[config.mk]
export PLATFORM = sky130hd
export DESIGN_NAME = info_key_guard
export DESIGN_NICKNAME = d
export VERILOG_FILES = /design/src/rtl/info_key_guard_pkg.sv /design/src/rtl/info_key_datapath.sv /design/src/rtl/info_key_control.sv /design/src/rtl/info_key_guard.sv
export SDC_FILE = /design/constraint.sdc
export NUM_CORES = 1
export LEC_CHECK = 0
export BUFFER_PORTS_ARGS = -buffer_cell sky130_fd_sc_hd__buf_2
export CORE_MARGIN = 5
export CORE_UTILIZATION = 31
export CTS_CLUSTER_SIZE = 8
export DETAILED_ROUTE_END_ITERATION = 12
export HOLD_SLACK_MARGIN = 0.05
export PLACE_DENSITY = 0.84
export SLEW_MARGIN = 20
export SYNTH_ARGS = -nofsm -noshare
export SYNTH_HDL_FRONTEND = slang
export SYNTH_SLANG_ARGS = --single-unit
[constraint.sdc]
create_clock -name clk -period 1.51 [get_ports clk]
set_input_delay 0.302 -clock clk [delete_from_list [all_inputs] [get_ports clk]]
set_output_delay 0.302 -clock clk [all_outputs]
set_load 0.02 [all_outputs]
[src/rtl/info_key_guard_pkg.sv]
package info_key_guard_pkg;
  localparam int KEY_COUNT = 3;
  localparam int KEY_W = 32;
  localparam int STEP_W = $clog2(KEY_COUNT + 1);

  localparam logic [KEY_W-1:0] KEY_WORDS [KEY_COUNT] = '{
    32'h3A7F_5CA3,
    32'hA1E3_4F20,
    32'h9608_B2C1
  };

  typedef struct packed {
    logic [KEY_COUNT-1:0] hit;
    logic                 anyKey;
  } keyMatch_t;
endpackage

[src/rtl/info_key_datapath.sv]
module info_key_datapath
  import info_key_guard_pkg::*;
#(
  parameter int ADDR_W = 20,
  parameter logic [ADDR_W-1:0] INFO_BASE = 20'h0_4000,
  parameter logic [ADDR_W-1:0] INFO_SIZE = 20'h0_2000
) (
  input  logic [KEY_W-1:0]  wrData,
  input  logic [ADDR_W-1:0] addr,
  input  logic              isOpen,
  output keyMatch_t         match,
  output logic [KEY_W-1:0]  rdData,
  output logic              grant
);
  localparam logic [ADDR_W:0] WIN_LO = {1'b0, INFO_BASE};
  localparam logic [ADDR_W:0] WIN_HI = {1'b0, INFO_BASE} + {INFO_SIZE, 1'b0};

  logic [KEY_COUNT-1:0] hitVec;
  logic                 inWindow;

  for (genvar k = 0; k < KEY_COUNT; k++) begin : g_cmp
    assign hitVec[k] = (wrData == KEY_WORDS[k]);
  end

  always_comb begin
    match.hit    = hitVec;
    match.anyKey = |hitVec;
  end

  assign inWindow = ({1'b0, addr} >= WIN_LO) && ({1'b0, addr} < WIN_HI);
  assign grant    = isOpen && inWindow;
  assign rdData   = {{(KEY_W-1){1'b0}}, isOpen};
endmodule

[src/rtl/info_key_control.sv]
module info_key_control
  import info_key_guard_pkg::*;
(
  input  logic      clk,
  input  logic      rstN,
  input  logic      wrEn,
  input  keyMatch_t match,
  output logic      isOpen
);
  localparam logic [STEP_W-1:0] LAST = STEP_W'(KEY_COUNT);
  localparam logic [STEP_W-1:0] ONE  = STEP_W'(1);

  logic [STEP_W-1:0] step, nextStep;

  always_comb begin
    nextStep = step;
    if (wrEn) begin
      if (step == LAST) begin
        nextStep = match.anyKey ? LAST : '0;
      end else if (match.hit[step]) begin
        nextStep = step + ONE;
      end else if (match.hit[0]) begin
        nextStep = ONE;
      end else begin
        nextStep = '0;
      end
    end
  end

  always_ff @(posedge clk or negedge rstN) begin
    if (!rstN) step <= '0;
    else       step <= nextStep;
  end

  assign isOpen = (step == LAST);
endmodule

[src/rtl/info_key_guard.sv]
module info_key_guard
  import info_key_guard_pkg::*;
#(
  parameter int ADDR_W = 20,
  parameter logic [ADDR_W-1:0] INFO_BASE = 20'h0_4000,
  parameter logic [ADDR_W-1:0] INFO_SIZE = 20'h0_2000
) (
  input  logic              clk,
  input  logic              rstN,
  input  logic              ctlWrEn,
  input  logic [31:0]       ctlWrData,
  input  logic [ADDR_W-1:0] regionAddr,
  output logic [31:0]       ctlRdData,
  output logic              unlocked,
  output logic              accessOk
);
  keyMatch_t matchBus;
  logic      openState;

  info_key_datapath #(
    .ADDR_W(ADDR_W), .INFO_BASE(INFO_BASE), .INFO_SIZE(INFO_SIZE)
  ) u_dp (
    .wrData(ctlWrData), .addr(regionAddr), .isOpen(openState),
    .match(matchBus), .rdData(ctlRdData), .grant(accessOk)
  );

  info_key_control u_ctl (
    .clk(clk), .rstN(rstN), .wrEn(ctlWrEn), .match(matchBus), .isOpen(openState)
  );

  assign unlocked = openState;
endmodule

# Yosys cells after proc, flatten, opt, wreduce, memory -nomap -nowiden
# Index checks and enable logic that the tools add are counted.
# classes
addsub	1
n_lt_le_gt_ge	3
eq_ne	4
mux	6
reduce_logical	3
# ops
op	count
$eq 32x32->1 const B	2
$eq 32x30->1 const B	1
$ge 20x15->1 const B	1
$lt 20x16->1 const B	1
$mux 2	3
$lt 2x3->1 const B	1
$reduce_or 3->1	1
$add 2x1->2 const B	1
$bmux 1 s2	1
$eq 2x2->1 const B	1
$logic_and 1x1->1	2
$mux 1	2
# totals
reg_bits	2
in_bits	55
out_inout_bits	34
wordCells	18

# Longest topological paths before layout
# logic_depth
ltp_word	5
mapped_depth	6
ltp_nobuf	6

# Hierarchy
# Synthesis repeated with hierarchy kept, for this count alone.
# unflattened
hier_cells	88
area_unflattened_um2	645.6
# modules_own_cells
mod	n_inst	cells_each	area_per_inst_um2	seq_area_each_um2
info_key_datapath	1	70	478.0	0.0
info_key_control	1	18	167.7	50.0

# Worst setup path before layout
# No wires, ideal clock.
# synth_path
path_kind	input to output
from	input regionAddr[15]
to	output accessOk
arrival_ns	1.596
required_ns	1.208
path_slack_ns	-0.388
cell_stages	2
path_buffers	0
cell_sequence	or4b_2 > nor4_1
# synth_between
elab_chain_len	3
word_cells_on_any_way	4
classes_between	2 x order compare; 2 x reduce/logical
# synth_rtl
element	line_no	rtl
start, declared	info_key_guard.sv:12	input logic [ADDR_W-1:0] regionAddr,
$ge 20x15->1 / $lt 20x16->1 (equally long branches)	info_key_datapath.sv:30	assign inWindow = ({1'b0, addr} >= WIN_LO) && ({1'b0, addr} < WIN_HI);
$logic_and 1x1->1 (*)	info_key_datapath.sv:30	
$logic_and 1x1->1 (*)	info_key_datapath.sv:31	assign grant = isOpen && inWindow;
end, declared	info_key_guard.sv:15	output logic accessOk
# Every way passes the cells marked *; elsewhere a longest branch is shown, timed or not.

# Worst setup path in the final report
# layout_path
from	input ctlWrData[23]
to	register u_ctl.step[0]
# layout_between
elab_chain_len	5
word_cells_on_any_way	10
classes_between	3 x eq/ne; 6 x mux; 1 x reduce/logical
# layout_rtl
element	line_no	rtl
start, declared	info_key_guard.sv:11	input logic [31:0] ctlWrData,
$eq 32x30->1 / $eq 32x32->1 (equally long branches)	info_key_datapath.sv:22	assign hitVec[k] = (wrData == KEY_WORDS[k]);
$bmux 1 s2	info_key_control.sv:20	end else if (match.hit[step]) begin
$mux 1 (not written as such)	info_key_control.sv:20	
$mux 2	info_key_control.sv:20	
$mux 2 (*)	info_key_control.sv:18	if (step == LAST) begin
end signal, assigned	info_key_control.sv:32	else step <= nextStep;
end, declared	info_key_control.sv:13	logic [STEP_W-1:0] step, nextStep;
# Every way passes the cells marked *; elsewhere a longest branch is shown, timed or not. The select of a mux whose other input is x is not followed.
# A chain may end at the register's enable or synchronous reset.

==> flow_summary.json <==
{
  "p_switching_mw": 0.145,
  "die-width_um": 55.8,
  "ys_warn_count": 0,
  "port_buffers": 43,
  "clk_pin_slew_ns": 0.03,
  "routabilityCongestion": 0.799,
  "crit_path_start_kind": "primary input",
  "tns_ns": -0.352,
  "crit_type": "in -> reg",
  "io_pins": 89,
  "antenna_found_initial": 0,
  "top_register": "u_ctl.step",
  "viasPerCell": 4.44,
  "synth_area_um2": 651,
  "fillers": 217,
  "violations": "setup timing",
  "start_util": 0.328,
  "ir_drop_uv": 148,
  "end_kind": "register",
  "rsz0062_at_grt": "yes",
  "final_common_cell": "buf_2",
  "status": "complete, but fails checks",
  "synth_mux_area_frac": 0,
  "power_frac_clock": 0.326,
  "synth_top_family_by_area": "simple AND/OR/NAND/NOR gates",
  "synth_fa_ha_area_frac": 0.0192,
  "grt_overflow": 0,
  "dieArea_um2": 3110,
  "synthCells": 86,
  "period_needed_ns": 1.68,
  "p_int_mw": 0.215,
  "synth_area_per_cell_um2": 7.57,
  "synthToLayoutAreaGrowth_pct": 49.8,
  "drtIter0Drc": 18,
  "largest_register_ffs": 2,
  "grt_pass1_vias": 738,
  "fmax_ghz": 0.596,
  "holdWs_ns": 0.398,
  "path_buf_inv": 1,
  "rows": 16,
  "grt_pass1_wl_mm": 3.03,
  "hold_class": "in -> async",
  "max-clock-path-buffers": 2,
  "root_buffer": "clkbuf_4",
  "p_leak_nw": 0.504,
  "core_um2": 1980,
  "slowest_stage": "or4_4",
  "ys_seq_area_frac": 0.0769,
  "hpwlAfterDp_mm": 1.56,
  "grt_usage": 0.120,
  "insertion_delay_ns": 0.22,
  "crit_path_cell_trace": "buf_6 > or2_4 > or4_4 > nor3_2 > a211oi_2 > a221oi_2 > a21boi_2",
  "grt_max_degree": 6,
  "slew_viol_final": 0,
  "synth_xor_area_frac": 0,
  "cts_inserted_buffers": 3,
  "arrival_ns": 1.83,
  "crit_path_max_fanout": 2,
  "wl_mm": 1.80,
  "p_per_area_nw_per_um2": 369,
  "synth-seq-cells": 2,
  "insertedDiodeCount": 0,
  "setup_viol": 3,
  "nets": 198,
  "cts.sinks": 2,
  "maxCapViolCount": 0,
  "routedWlPerCell_um": 10.8,
  "synth_compound_area_frac": 0.110,
  "final_antenna_net_count": 0,
  "vias": 742,
  "fin_ws_ns": -0.169,
  "cp_top_family": "simple AND/OR/NAND/NOR gates",
  "finClkSkew_ns": 0.00155,
  "cts_tree": "yes",
  "cp.depth": 7,
  "max_stage_delay_ns": 0.54,
  "final_cell_mix": "buf_2, conb_1, buf_4",
  "p_comb_frac": 0.519,
  "seqPwrFrac": 0.155,
  "cts_max_level": 1,
  "worstPathRequired_ns": 1.66,
  "finalCritPeriodShare": 1.11,
  "p_sw_frac": 0.403,
  "top_regs": "u_ctl.step (2)",
  "reg2reg_depth": 6,
  "drc": 0,
  "die-height_um": 55.8,
  "finalHoldViolations": 0,
  "synth.distinct_cells": 32,
  "drive_gt1_frac": 0.507,
  "synth-simple-area-share": 0.402,
  "first_pass_iters": 3
}
==> per-layer routing <==
layer	routed length (um)	up-vias	global-route usage
met5	0	-	0
met4	8	0	0.0407
met3	235	2	0.0650
met2	926	42	0.194
met1	634	332	0.134
li1	-	366	-
==> cells in the mapped netlist <==
master	n	area, um^2
a211oi_1	1	7.51
a21boi_1	1	7.51
a21o_1	1	7.51
a221oi_2	1	15.0
a22oi_1	1	7.51
a2bb2o_1	1	10.0
and2_1	4	25.0
and3b_1	1	8.76
and4_1	1	8.76
buf_4	32	240
conb_1	1	3.75
dfrtp_1	2	50.1
ha_1	1	12.5
inv_1	3	11.3
nand2_1	4	15.0
nand3_1	1	5.00
nand3b_1	1	7.51
nand4_1	4	25.0
nand4b_1	1	8.76
nand4bb_1	1	11.3
nor2_1	3	11.3
nor3_1	2	10.0
nor3b_1	2	15.0
nor4_1	5	31.3
nor4_2	1	12.5
nor4b_1	3	26.3
o2111ai_1	1	8.76
o31ai_1	1	7.51
or2_1	2	12.5
or3_1	1	6.26
or4_4	1	11.3
or4b_2	1	10.0
==> power by group through the flow <==
stage	clock (mW)	sequential, mW	combinational (mW)
final	0.117	0.0559	0.187
after global routing	0.139	0.0560	0.204
after CTS	0.127	0.0562	0.176
after detailed placement	0	0.0568	0.165
after global placement	0	0.0567	0.162
after floorplan	0	0.0566	0.155
==> stage by stage <==
stage / worst slack [ns] / total power [mW] / area (um^2) / util / cells
2_1_floorplan: -0.206 / 0.212 / 786 / - / 116
4_1_cts: -0.138 / 0.359 / 931 / 0.470 / 165
5_1_grt: -0.235 / 0.399 / 975 / 0.492 / 167
3_5_place_dp: -0.390 / 0.222 / 847 / 0.427 / 161
3_3_place_gp: -0.357 / 0.219 / 847 / 0.427 / 161
6_report: -0.169 / 0.360 / 975 / 0.492 / 167
==> path summary, 6_finish.rpt <==
path | slack, ns | startpoint | to
worst max-delay path | -0.17 | ctlWrData[23] | u_ctl.step[0]$_DFFE_PN0P_
worst min-delay path | 0.40 | rstN | u_ctl.step[1]$_DFFE_PN0P_
worst max register to register | 0.14 | u_ctl.step[1]$_DFFE_PN0P_ | u_ctl.step[1]$_DFFE_PN0P_
worst min register to register | 0.70 | u_ctl.step[0]$_DFFE_PN0P_ | u_ctl.step[0]$_DFFE_PN0P_
max in group asynchronous | 1.01 | rstN | u_ctl.step[0]$_DFFE_PN0P_
min in group clk | 0.43 | ctlWrEn | u_ctl.step[0]$_DFFE_PN0P_
==> final cells by class <==
type	instances	area, um^2	area share
well taps	27	33.8	0.0347
repair buffers	53	320	0.329
inverters	3	11.3	0.0116
clock buffers	3	22.5	0.0231
multi-input cells	79	537	0.551
flip-flops and latches	2	50.0	0.0513
==> what timing repair did <==
action	in CTS	in global routing
endpoints found under the hold margin	2	0
hold buffers	1	0
cloned	0	0
buffers inserted	0	2
gates resized for setup	9	7
endpoints found under the setup margin	3	3
pin swaps	4	7
==> logic make-up after synthesis <==
family,count (synthesis)
AND/OR/NAND/NOR,39
other,1
AO/OA/AOI/OAI,8
flip-flops,2
adder cells (fa/ha/maj),1
buffers and inverters,35
(Power assumes the default switching activity.)
